--- src/rtl/rstseq_pkg.sv ---
package rstseq_pkg;
  typedef enum logic [2:0] {
    ST_HOLD   = 3'd0,
    ST_COUNT  = 3'd1,
    ST_FSTART = 3'd2,
    ST_FWAIT  = 3'd3,
    ST_RUN    = 3'd4
  } seq_state_e;

  localparam int CAUSE_W   = 4;
  localparam int CAUSE_POR = 0;
  localparam int CAUSE_EXT = 1;
  localparam int CAUSE_WDT = 2;
  localparam int CAUSE_BOD = 3;
endpackage

--- src/rtl/rstseq_timer.sv ---
module rstseq_timer #(
  parameter int CYCLES = 1024
) (
  input  logic clk,
  input  logic por_req,
  input  logic clr_i,
  input  logic en_i,
  output logic done_o
);
  localparam int CW = (CYCLES > 1) ? $clog2(CYCLES) : 1;
  localparam logic [CW-1:0] LAST = CW'(CYCLES - 1);

  logic [CW-1:0] cnt_q;

  always_ff @(posedge clk or posedge por_req) begin
    if (por_req)      cnt_q <= '0;
    else if (clr_i)   cnt_q <= '0;
    else if (en_i)    cnt_q <= cnt_q + 1'b1;
  end

  assign done_o = en_i && (cnt_q == LAST);


  done_leaves_count_chk: assert property (@(posedge clk) disable iff (por_req)
    done_o |=> !en_i);
endmodule

--- src/rtl/rstseq_bod.sv ---
module rstseq_bod (
  input  logic clk,
  input  logic por_req,
  input  logic en_we,
  input  logic en_wdata,
  input  logic warn_i,
  output logic status_o,
  output logic irq_o,
  output logic en_o
);
  logic en_q;

  always_ff @(posedge clk or posedge por_req) begin
    if (por_req)    en_q <= 1'b0;
    else if (en_we) en_q <= en_wdata;
  end

  assign status_o = warn_i;
  assign irq_o    = warn_i & en_q;
  assign en_o     = en_q;


  en_write_chk: assert property (@(posedge clk) disable iff (por_req)
    en_we |=> (en_o == $past(en_wdata)));
endmodule

--- src/rtl/rstseq_cause.sv ---
module rstseq_cause
  import rstseq_pkg::*;
(
  input  logic               clk,
  input  logic               por_req,
  input  logic [CAUSE_W-1:0] set_i,
  input  logic               clr_we,
  input  logic [CAUSE_W-1:0] clr_mask,
  output logic [CAUSE_W-1:0] cause_o
);
  localparam logic [CAUSE_W-1:0] POR_VAL = CAUSE_W'(1) << CAUSE_POR;

  logic [CAUSE_W-1:0] cause_q;
  logic [CAUSE_W-1:0] wipe;

  assign wipe = clr_we ? clr_mask : '0;

  always_ff @(posedge clk or posedge por_req) begin
    if (por_req) cause_q <= POR_VAL;
    else         cause_q <= (cause_q & ~wipe) | set_i;
  end

  assign cause_o = cause_q;


  wdt_sets_cause_chk: assert property (@(posedge clk) disable iff (por_req)
    set_i[CAUSE_WDT] |=> cause_o[CAUSE_WDT]);

  clear_kept_chk: assert property (@(posedge clk) disable iff (por_req)
    (!clr_we && set_i == '0) |=> $stable(cause_o));
endmodule

--- src/rtl/rstseq_top.sv ---
module rstseq_top
  import rstseq_pkg::*;
#(
  parameter int RELEASE_CYCLES = 1024
) (
  input  logic               clk,
  input  logic               por_req,
  input  logic               ext_rst_req,
  input  logic               wdt_rst_pulse,
  input  logic               bod_warn,
  input  logic               bod_crit,
  input  logic               osc_stable,
  input  logic               flash_init_done,
  input  logic               cause_clr_we,
  input  logic [CAUSE_W-1:0] cause_clr_mask,
  input  logic               bod_irq_en_we,
  input  logic               bod_irq_en_wdata,
  output logic               sys_rst,
  output logic               flash_init_start,
  output logic               bod_irq,
  output logic               bod_status,
  output logic               bod_irq_en,
  output logic [CAUSE_W-1:0] rst_cause
);
  seq_state_e state_q, state_d;
  logic req_any;
  logic tmr_en, tmr_clr, tmr_done;
  logic [CAUSE_W-1:0] cause_set;

  assign req_any = ext_rst_req | wdt_rst_pulse | bod_crit;

  always_comb begin
    state_d = state_q;
    if (req_any) begin
      state_d = ST_HOLD;
    end else begin
      unique case (state_q)
        ST_HOLD:   if (osc_stable) state_d = ST_COUNT;
        ST_COUNT:  if (!osc_stable) state_d = ST_HOLD;
                   else if (tmr_done) state_d = ST_FSTART;
        ST_FSTART: state_d = ST_FWAIT;
        ST_FWAIT:  if (flash_init_done) state_d = ST_RUN;
        ST_RUN:    state_d = ST_RUN;
        default:   state_d = ST_HOLD;
      endcase
    end
  end

  always_ff @(posedge clk or posedge por_req) begin
    if (por_req) state_q <= ST_HOLD;
    else         state_q <= state_d;
  end

  assign tmr_clr = (state_q != ST_COUNT);
  assign tmr_en  = (state_q == ST_COUNT) && osc_stable && !req_any;

  rstseq_timer #(.CYCLES(RELEASE_CYCLES)) u_timer (
    .clk     (clk),
    .por_req (por_req),
    .clr_i   (tmr_clr),
    .en_i    (tmr_en),
    .done_o  (tmr_done)
  );

  always_comb begin
    cause_set            = '0;
    cause_set[CAUSE_EXT] = ext_rst_req;
    cause_set[CAUSE_WDT] = wdt_rst_pulse;
    cause_set[CAUSE_BOD] = bod_crit;
  end

  rstseq_cause u_cause (
    .clk      (clk),
    .por_req  (por_req),
    .set_i    (cause_set),
    .clr_we   (cause_clr_we),
    .clr_mask (cause_clr_mask),
    .cause_o  (rst_cause)
  );

  rstseq_bod u_bod (
    .clk      (clk),
    .por_req  (por_req),
    .en_we    (bod_irq_en_we),
    .en_wdata (bod_irq_en_wdata),
    .warn_i   (bod_warn),
    .status_o (bod_status),
    .irq_o    (bod_irq),
    .en_o     (bod_irq_en)
  );

  assign sys_rst          = por_req || (state_q != ST_RUN);
  assign flash_init_start = !por_req && (state_q == ST_FSTART);


  start_single_chk: assert property (@(posedge clk) disable iff (por_req)
    flash_init_start |=> !flash_init_start);

  ext_holds_chk: assert property (@(posedge clk) disable iff (por_req)
    ext_rst_req |=> sys_rst);

  crit_holds_chk: assert property (@(posedge clk) disable iff (por_req)
    bod_crit |=> sys_rst);

  release_needs_done_chk: assert property (@(posedge clk) disable iff (por_req)
    $fell(sys_rst) |-> $past(flash_init_done));

  rise_has_request_chk: assert property (@(posedge clk) disable iff (por_req)
    $rose(sys_rst) |-> $past(req_any));
endmodule

--- config.mk ---
export PLATFORM = sky130hd
export DESIGN_NAME = rstseq_top
export DESIGN_NICKNAME = d
export VERILOG_FILES = /design/src/rtl/rstseq_pkg.sv /design/src/rtl/rstseq_timer.sv /design/src/rtl/rstseq_bod.sv /design/src/rtl/rstseq_cause.sv /design/src/rtl/rstseq_top.sv
export SDC_FILE = /design/constraint.sdc
export NUM_CORES = 1
export LEC_CHECK = 0
export ABC_CLOCK_PERIOD_IN_PS = 2100
export BUFFER_PORTS_ARGS = -buffer_cell sky130_fd_sc_hd__buf_2
export CORE_MARGIN = 5
export CORE_UTILIZATION = 50
export CTS_CLUSTER_DIAMETER = 30
export DETAILED_ROUTE_END_ITERATION = 12
export GPL_TIMING_DRIVEN = 0
export PLACE_DENSITY_LB_ADDON = 0.12
export REMOVE_ABC_BUFFERS = 1
export SLEW_MARGIN = 20
export SYNTH_ARGS = -nofsm -noshare
export SYNTH_HDL_FRONTEND = slang
export SYNTH_SLANG_ARGS = --single-unit
--- constraint.sdc ---
create_clock -name clk -period 2.1 [get_ports clk]
set_input_delay 0.21 -clock clk [delete_from_list [all_inputs] [get_ports clk]]
set_output_delay 0.21 -clock clk [all_outputs]
set_load 0.02 [all_outputs]
==> results.md, run 1 <==
Run status:
- The run finished with clean final reports.

Timing:
- The final number of hold-violating endpoints is 0.
- Across the routed clock network, the largest skew measured is about 0.0060 ns.
- Once routing completed, OpenROAD measured the worst setup slack at 0.530 ns.
- The final critical-path share of the clock period is about three quarters.
- The routed design could run at a clock period as short as around 1.6 ns.
- The highest achievable clock rate is 637 MHz.
- The worst pin sits at a relative slew slack of between 40% and 50%.
- Setup repair after global routing left no endpoint under its margin.
- Setup violations remaining at the end of the flow were counted as 0.
- After routing, the total negative slack on setup checks comes to 0 ns.
- The measured slew at the worst slew-check pin is between 0.7 and 0.8 ns.
- The count of final max-slew check failures is 0.

Synthesis:
- The count of distinct cell types in the synthesized netlist is 33.
- The synthesized-area fraction occupied by xor and xnor cells is less than 1%.
- Of the total synthesized cell area, the portion taken by full adders, half adders and majority gates is 1.33%.
- The share of synthesized area occupied by flip-flops and latches is 48.0%.
- The largest family of logic cells by synthesized area is simple AND/OR/NAND/NOR gates.
- By area the synthesized netlist is led by dfrtp_1 (45%), nand2_1 (5.2%), a21oi_1 (3.7%).
- The synthesized netlist occupies a cell area of roughly 940 µm².
- The synthesized design contains 18 register bits.
- The basic-gate share of the synthesized area counting and, or, nand and nor cells is 29.1%.
- The largest total area in the synthesized netlist belongs to dfrtp_1.
- The instance count of the mapped netlist is 96.
- The number of warnings printed during yosys synthesis is 0.
- The top-area cell type share of the netlist area is roughly 45%.
- The mean post-synth cell area is about 9.8 µm².
- The synthesized netlist devotes about an eighth of its cell area to compound gates.
- Measured against the total synthesized area, the mux share comes to 4.39%.

Job:
- The count of maximum capacitance violations is 0.

Global routing:
- The number of global-route vias before repair is around 740.
- The number of antenna violations at the first check in global routing came to 0.
- In the global route stage, overall resource usage came out at 15.3%.
- The pin count of the biggest net entering global routing is 21.
- The total overflow reported by the global router is 0.
- The first global-routing pass estimated 3.16 mm of wire.

Drt:
- The total wirelength of the detailed-routed design is 1.89 mm.
- The detail route stage leaves a number of antenna-violating nets equal to 0.
- After detailed routing, the number of vias per cell comes to 5.59.
- The routed layout has slightly above 800 vias.
- Dividing the detail-routed wire length by the instance count gives about 13 µm.
- The first routing iteration left 16 violations.
- The first detailed-routing pass ran for 4 iterations.
- For this run, design rule violations remaining after detail routing come to 0.

Hold path:
- The worst hold-check path type is input port to asynchronous set/reset pin.

Cells and area:
- The area overhead of the layout relative to synthesis is 17.7%.
- The share of layout cells above drive strength 1 is 25.8%.
- In the final layout, flip-flops and latches occupy 452 µm².
- The non-filler instance count after layout is between 100 and 150.
- Fill cells in the final layout number between 150 and 200.
- The top cell types in the final layout, fill and taps aside, are buf_2 (23), dfrtp_1 (17), nand2_1 (13), a21oi_1 (7).
- The leading cell type in the layout, fill and taps excluded is buf_2.
- The final net count is 137.
- In the final layout, the multi-input gates occupy between 400 and 500 µm².
- The number of antenna repair diodes is 0.

Worst setup path:
- The family with the most delay on the worst path is simple AND/OR/NAND/NOR gates.
- The kind of capture point of the worst setup path is a flip-flop.
- The worst setup path is launched from a flip-flop.
- The origin of the critical flop-to-flop path is u_timer.cnt_q[0].
- The category of the most critical setup path is flip-flop to flip-flop.
- Counting cells, the worst reg-to-reg path comes to 4.
- The endpoint identified for the worst register-to-register timing path is u_timer.cnt_q[8].
- The biggest cell delay along the critical path is ~0.5 ns.
- In this run the register-to-register setup slack is roughly 0.53 ns.
- The critical path starts at u_timer.cnt_q[0].
- Of all nets on the critical path, the largest fanout is 5.
- The last element of the critical path is u_timer.cnt_q[8].
- The critical path contains buffers and inverters numbering 0 combined.
- The slowest library cell on the worst path is or4_1.
- The critical path crosses 4 cells after its start point.
- STA puts the critical path data required time at between 2 and 2.5 ns.
- For the worst setup path, the data arrival time is 1.80 ns.
- The critical path goes through ha_1 -> nand4_1 -> or4_1 -> a21oi_1.

CTS:
- Clock-pin slew was measured on the worst setup and hold paths at 0.11 ns.
- TritonCTS built the clock tree.
- The deepest clock path buffer count is 2.
- The clock latency of the later-clocked register in the worst-skew pair is ~0.29 ns.
- In this run, post-CTS hold repair placed 0 buffers.
- Counting every sink on the clock net gives 18.
- Buffers added to address setup during post-CTS repair amount to 0.
- The H-tree depth is 1.
- The count of instances resized after the clock tree is built is 0.
- The number of buffers created by CTS is 3.
- The clock root buffer is clkbuf_4.

Power and ir drop:
- The leakage power figure is about 0.48 nW.
- The cell area power density is approximately 570 mW/mm².
- The peak ir drop on the vdd network is approximately 0.36 mV.

Place:
- The count of buffers added on input and output ports is 23.
- Before CTS, the worst setup slack after placement is approximately 0.32 ns.
- The HPWL after detailed placement is between 1 and 1.5 mm.
- The number of placed cells counting well taps is 141.
- The congestion estimate from routability-driven global placement came to slightly below 0.8.

Floorplanning:
- The site row count is 15.
- The effective utilization at floorplan is approximately 53%.
- The die is 53.4 µm tall.
- In this run the standard cell core region covers 0.00176 mm².
- The die outline area is about 0.0028 mm².
- From left edge to right edge, the die measures about 53 µm.
- The number of ports placed on the die boundary is 24.
state kept, by name (all words and copies together), names as in the netlist:
register / flops
u_cause.cause_o: 4
u_timer.cnt_q: 10
u_bod.en_o: 1
state_q: 3
report_power, final:
part	leakage [nW]	internal [mW]	switching (mW)
clock	0.0210	0.106	0.109
combinational	0.224	0.0247	0.0373
sequential	0.234	0.353	0.00348
total	0.478	0.483	0.150
area by class of cell:
| type | count | share of cell area, % |
|---|---|---|
| multi-input cells | 71 | 41.4 |
| flip-flops and latches | 18 | 40.8 |
| repair buffers | 23 | 10.4 |
| clock buffers | 4 | 3.28 |
| well taps | 25 | 2.82 |
| inverters | 4 | 1.36 |
worst reg2reg max path: cells and delay by family (launching register included):
kind,cells,cell delay (ns)
compound gates,1,0.15
fa+ha+maj,1,0.25
flops,1,0.41
simple gates,2,0.70
kinds of logic after synthesis:
group | count (synthesis)
simple gates | 46
compound gates | 19
flops | 18
buf+inv | 7
mux | 4
xor+xnor | 1
fa+ha+maj | 1
how the worst min path moves through the flow:
stage / startpoint / cells past startpoint / endpoint
after floorplan: por_req / 1 / state_q[0]
after global placement: por_req / 2 / u_cause.cause_o[1]
after detailed placement: por_req / 2 / u_cause.cause_o[1]
after CTS: por_req / 2 / u_timer.cnt_q[2]
after global routing: cause_clr_mask[0] / 2 / u_cause.cause_o[0]
final: por_req / 2 / u_timer.cnt_q[2]
synthesized netlist by cell type:
cell	instances
nand2_1	13
xnor2_1	1
ha_1	1
clkbuf_1	1
or3b_2	1
and3_1	3
buf_4	1
and4_1	2
dfstp_2	1
mux2_2	1
buf_2	1
nand4b_1	1
nor4b_2	1
a21boi_0	1
nand2b_1	3
o22ai_1	2
or4_1	3
a31oi_1	1
mux2i_1	3
or3_1	2
o31ai_1	4
or4b_1	1
inv_1	4
nor2b_1	1
a21o_1	4
dfrtp_1	17
nor2_1	2
nand3_1	4
nand4_1	4
nor4_1	1
a21oi_1	7
nor3b_1	2
and2_1	2
per-stage QoR:
stage               utilization, %  power (mW)  instance area [µm²]  hold WS (ns)
floorplan                        -       0.395                  925         0.162
global placement              60.7       0.425                 1070         0.366
detailed placement            60.7       0.426                 1070         0.373
CTS                           62.8       0.640                 1110        0.0477
global route                  62.8       0.667                 1110        0.0525
finish                        62.8       0.633                 1110        0.0158
per-layer routing:
| metal | wire length, µm | GRT usage, % |
|---|---|---|
| met2 | 869 | 25.3 |
| met4 | 17 | 5.11 |
| met1 | 865 | 19.4 |
| met5 | 0 | 0 |
| met3 | 135 | 3.38 |
No activity file was read; power rests on OpenSTA's default activity.
==> run 2: changes to the inputs <==
ABC_CLOCK_PERIOD_IN_PS = 1400   (was 2100)
CORE_UTILIZATION = 46   (was 50)
clock period = 1.4 ns   (was 2.1 ns; I/O delays follow)
==> results.md, run 2 (same netlist as run 1, synthesis figures left out) <==
Global routing:
- The number of global-route vias before repair is 827 (+12%).
- The total overflow reported by the global router is 0 (unchanged).
- The first-pass GRT wire length was 3.63 mm (+15%).
- The pin count of the biggest net entering global routing was 18 (-14%).
- The global-route usage over all layers is 14.9% (-0.40 points).
- The number of antenna violations at the first check in global routing was 0 (unchanged).

Timing:
- The final number of hold-violating endpoints is 0 (unchanged).
- The worst slew margin relative to its limit is 49.4% (+2.8 points).
- The final setup violation count is 0 (unchanged).
- The measured slew at the worst slew-check pin came to 0.756 ns (-0.0417 ns).
- The total negative slack for setup checks is 0 ns (unchanged).
- The maximum clock skew at final layout is 0.00268 ns (-0.00328 ns).
- The worst hold slack is 0.0437 ns (+0.0280 ns).
- The highest achievable clock rate is 716 MHz (+12%).
- The count of final max-slew check failures came to 0 (unchanged).
- Setup repair after global routing could not meet its margin everywhere.
- The final critical-path share of the clock period is 99.8% (+25 points).
- The post-route minimum period was 1.40 ns (-0.172 ns).

Drt:
- The number of remaining DRC errors is 0 (unchanged).
- The mean number of vias per cell was 5.39 (-3.6%).
- The number of DRC markers after the initial detailed-route iteration is 8 (-8).
- The total wirelength of the detailed-routed design was 2.12 mm (+12%).
- The total number of vias came to 824 (+1.7%).
- The remaining antenna violation count after routing is 0 (unchanged).
- The iteration count of the initial detailed-routing pass is 4 (unchanged).
- The average wire length per cell after detail routing came to 13.8 µm (+6.2%).

Cells and area:
- The area overhead of the layout relative to synthesis is 27.8%.
- Counting flops per register, the top entry is u_timer.cnt_q.
- The sequential cell area in the final layout is 454 µm² (+0.55%).
- The final net count was 143 (+4.4%).
- The fill cell instance count of the final layout is 182 (+9.6%).
- Leaving out fill and tap cells, the most frequent cell in the layout is buf_2.
- In the layout the commonest cells are buf_2 (22), dfrtp_1 (15), nand2_1 (13), a21oi_1 (6).
- The area used by multi-input combinational logic is 503 µm² (+9.8%).
- The flip-flop count of the largest register after layout is 10 (unchanged).
- The share of layout cells above drive strength 1 is 32.5% (+6.7 points).
- The number of antenna repair diodes was 0 (unchanged).
- The share of the core filled with cells in the final layout is 61.3% (-1.5 points).

Worst setup path:
- By startpoint and endpoint, the worst setup path is classified as flip-flop to flip-flop.
- The buffer and inverter count on the worst path is 0 (unchanged).
- The largest fanout on the critical path is 5 (unchanged).
- The biggest cell delay along the critical path is 0.46 ns (-0.04 ns).
- The kind of capture point of the worst setup path is a flip-flop.
- The slowest library cell on the worst path is or4_1.
- Traced cell by cell, the critical path runs through ha_4 -> nand4_1 -> or4_1 -> a21oi_2.
- The type of origin of the critical path is a flip-flop.
- The data arrival time at the worst-slack endpoint is 1.63 ns (-0.17 ns).
- The required time at the endpoint of the critical path came to 1.63 ns (-0.70 ns).
- In this design, the largest share of critical-path delay is due to simple AND/OR/NAND/NOR gates.

CTS:
- The number of clock sinks came to 18 (unchanged).
- The number of buffers created by CTS came to 3 (unchanged).
- The root buffer cell chosen for the clock tree is clkbuf_4.
- The clock slew seen by the registers of the worst setup and hold paths came to 0.10 ns (about the same).
- The H-tree depth is 1 (unchanged).
- The clock latency of the later-clocked register in the worst-skew pair is 0.29 ns (about the same).
- TritonCTS built the clock tree.
- The deepest clock path buffer count came to 2 (unchanged).

Run status:
- The run finished with clean final reports.

Hold path:
- The tightest min-delay check is of the input port to flip-flop type.

Floorplanning:
- The die width was 55.2 µm (+3.5%).
- The core outline area came to 0.00196 mm² (+11%).
- The vertical die dimension is 55.2 µm (+3.5%).
- The site row count is 16 (+1).
- The effective utilization at floorplan is 48.0% (-5.4 points).
- The die outline area is 0.00305 mm² (+7.0%).
- The number of ports placed on the die boundary is 24 (unchanged).

Power and ir drop:
- The cell area power density is 757 mW/mm² (+32%).
- The leakage power figure is 0.498 nW (+4.0%).
- The peak ir drop on the vdd network is 0.565 mV (+55%).

Job:
- The count of maximum capacitance violations is 0 (unchanged).

Place:
- The final weighted congestion in routability-driven placement was 0.796 (+1.1%).
- The number of buffers inserted by port buffering came to 23 (unchanged).
- The HPWL after detailed placement came to 1.47 mm (about the same).
run 2: through the flow:
stage / cells / instance area [µm²] / power [mW] / setup slack, ns
after floorplan: 93 / 925 / 0.592 / -0.103
after global placement: 143 / 1070 / 0.638 / -0.325
after detailed placement: 143 / 1070 / 0.640 / -0.340
after CTS: 153 / 1180 / 0.918 / 0.0102
after global routing: 153 / 1200 / 0.952 / -0.0617
final: 153 / 1200 / 0.910 / 0.00243
run 2: timing repair:
item,in CTS,in global routing
gates resized for setup,5,7
cloned,0,0
setup buffers,3,0
hold endpoints to repair,18,0
pin swaps,3,0
setup endpoints to repair,9,7
hold buffers,3,0
run 2: path summary, 6_finish.rpt:
path	slack (ns)	cells after the start	end	start
min reg2reg	0.49	1	u_cause.cause_o[0]	u_cause.cause_o[0]
max	0.002	4	u_timer.cnt_q[8]	u_timer.cnt_q[1]
max reg2reg	0.002	4	u_timer.cnt_q[8]	u_timer.cnt_q[1]
min	0.04	2	u_cause.cause_o[0]	cause_clr_we
max in group asynchronous	0.33	3	state_q[1]	por_req
min in group asynchronous	0.50	3	u_cause.cause_o[0]	por_req
run 2: routing by layer:
metal	part of all wire (%)	GRT usage, %	up-vias
met5	0	0	-
met2	51	25.2	12
met4	1.2	7.29	0
met1	44	18.2	396
li1	-	-	412
met3	2.8	2.56	4
run 2: power breakdown:
group	switching, mW	leakage [nW]	internal (mW)	total [mW]
Sequential	0.00565	0.230	0.529	0.535
Clock	0.160	0.0150	0.111	0.271
Combinational	0.0600	0.252	0.0446	0.105
run 2: cell type report:
class	instances	share of cell area, %
clock buffer	4	2.19
inverter	4	1.25
multi-input combinational	71	41.8
sequential	18	37.8
tap	27	2.81
timing repair buffer	29	14.2
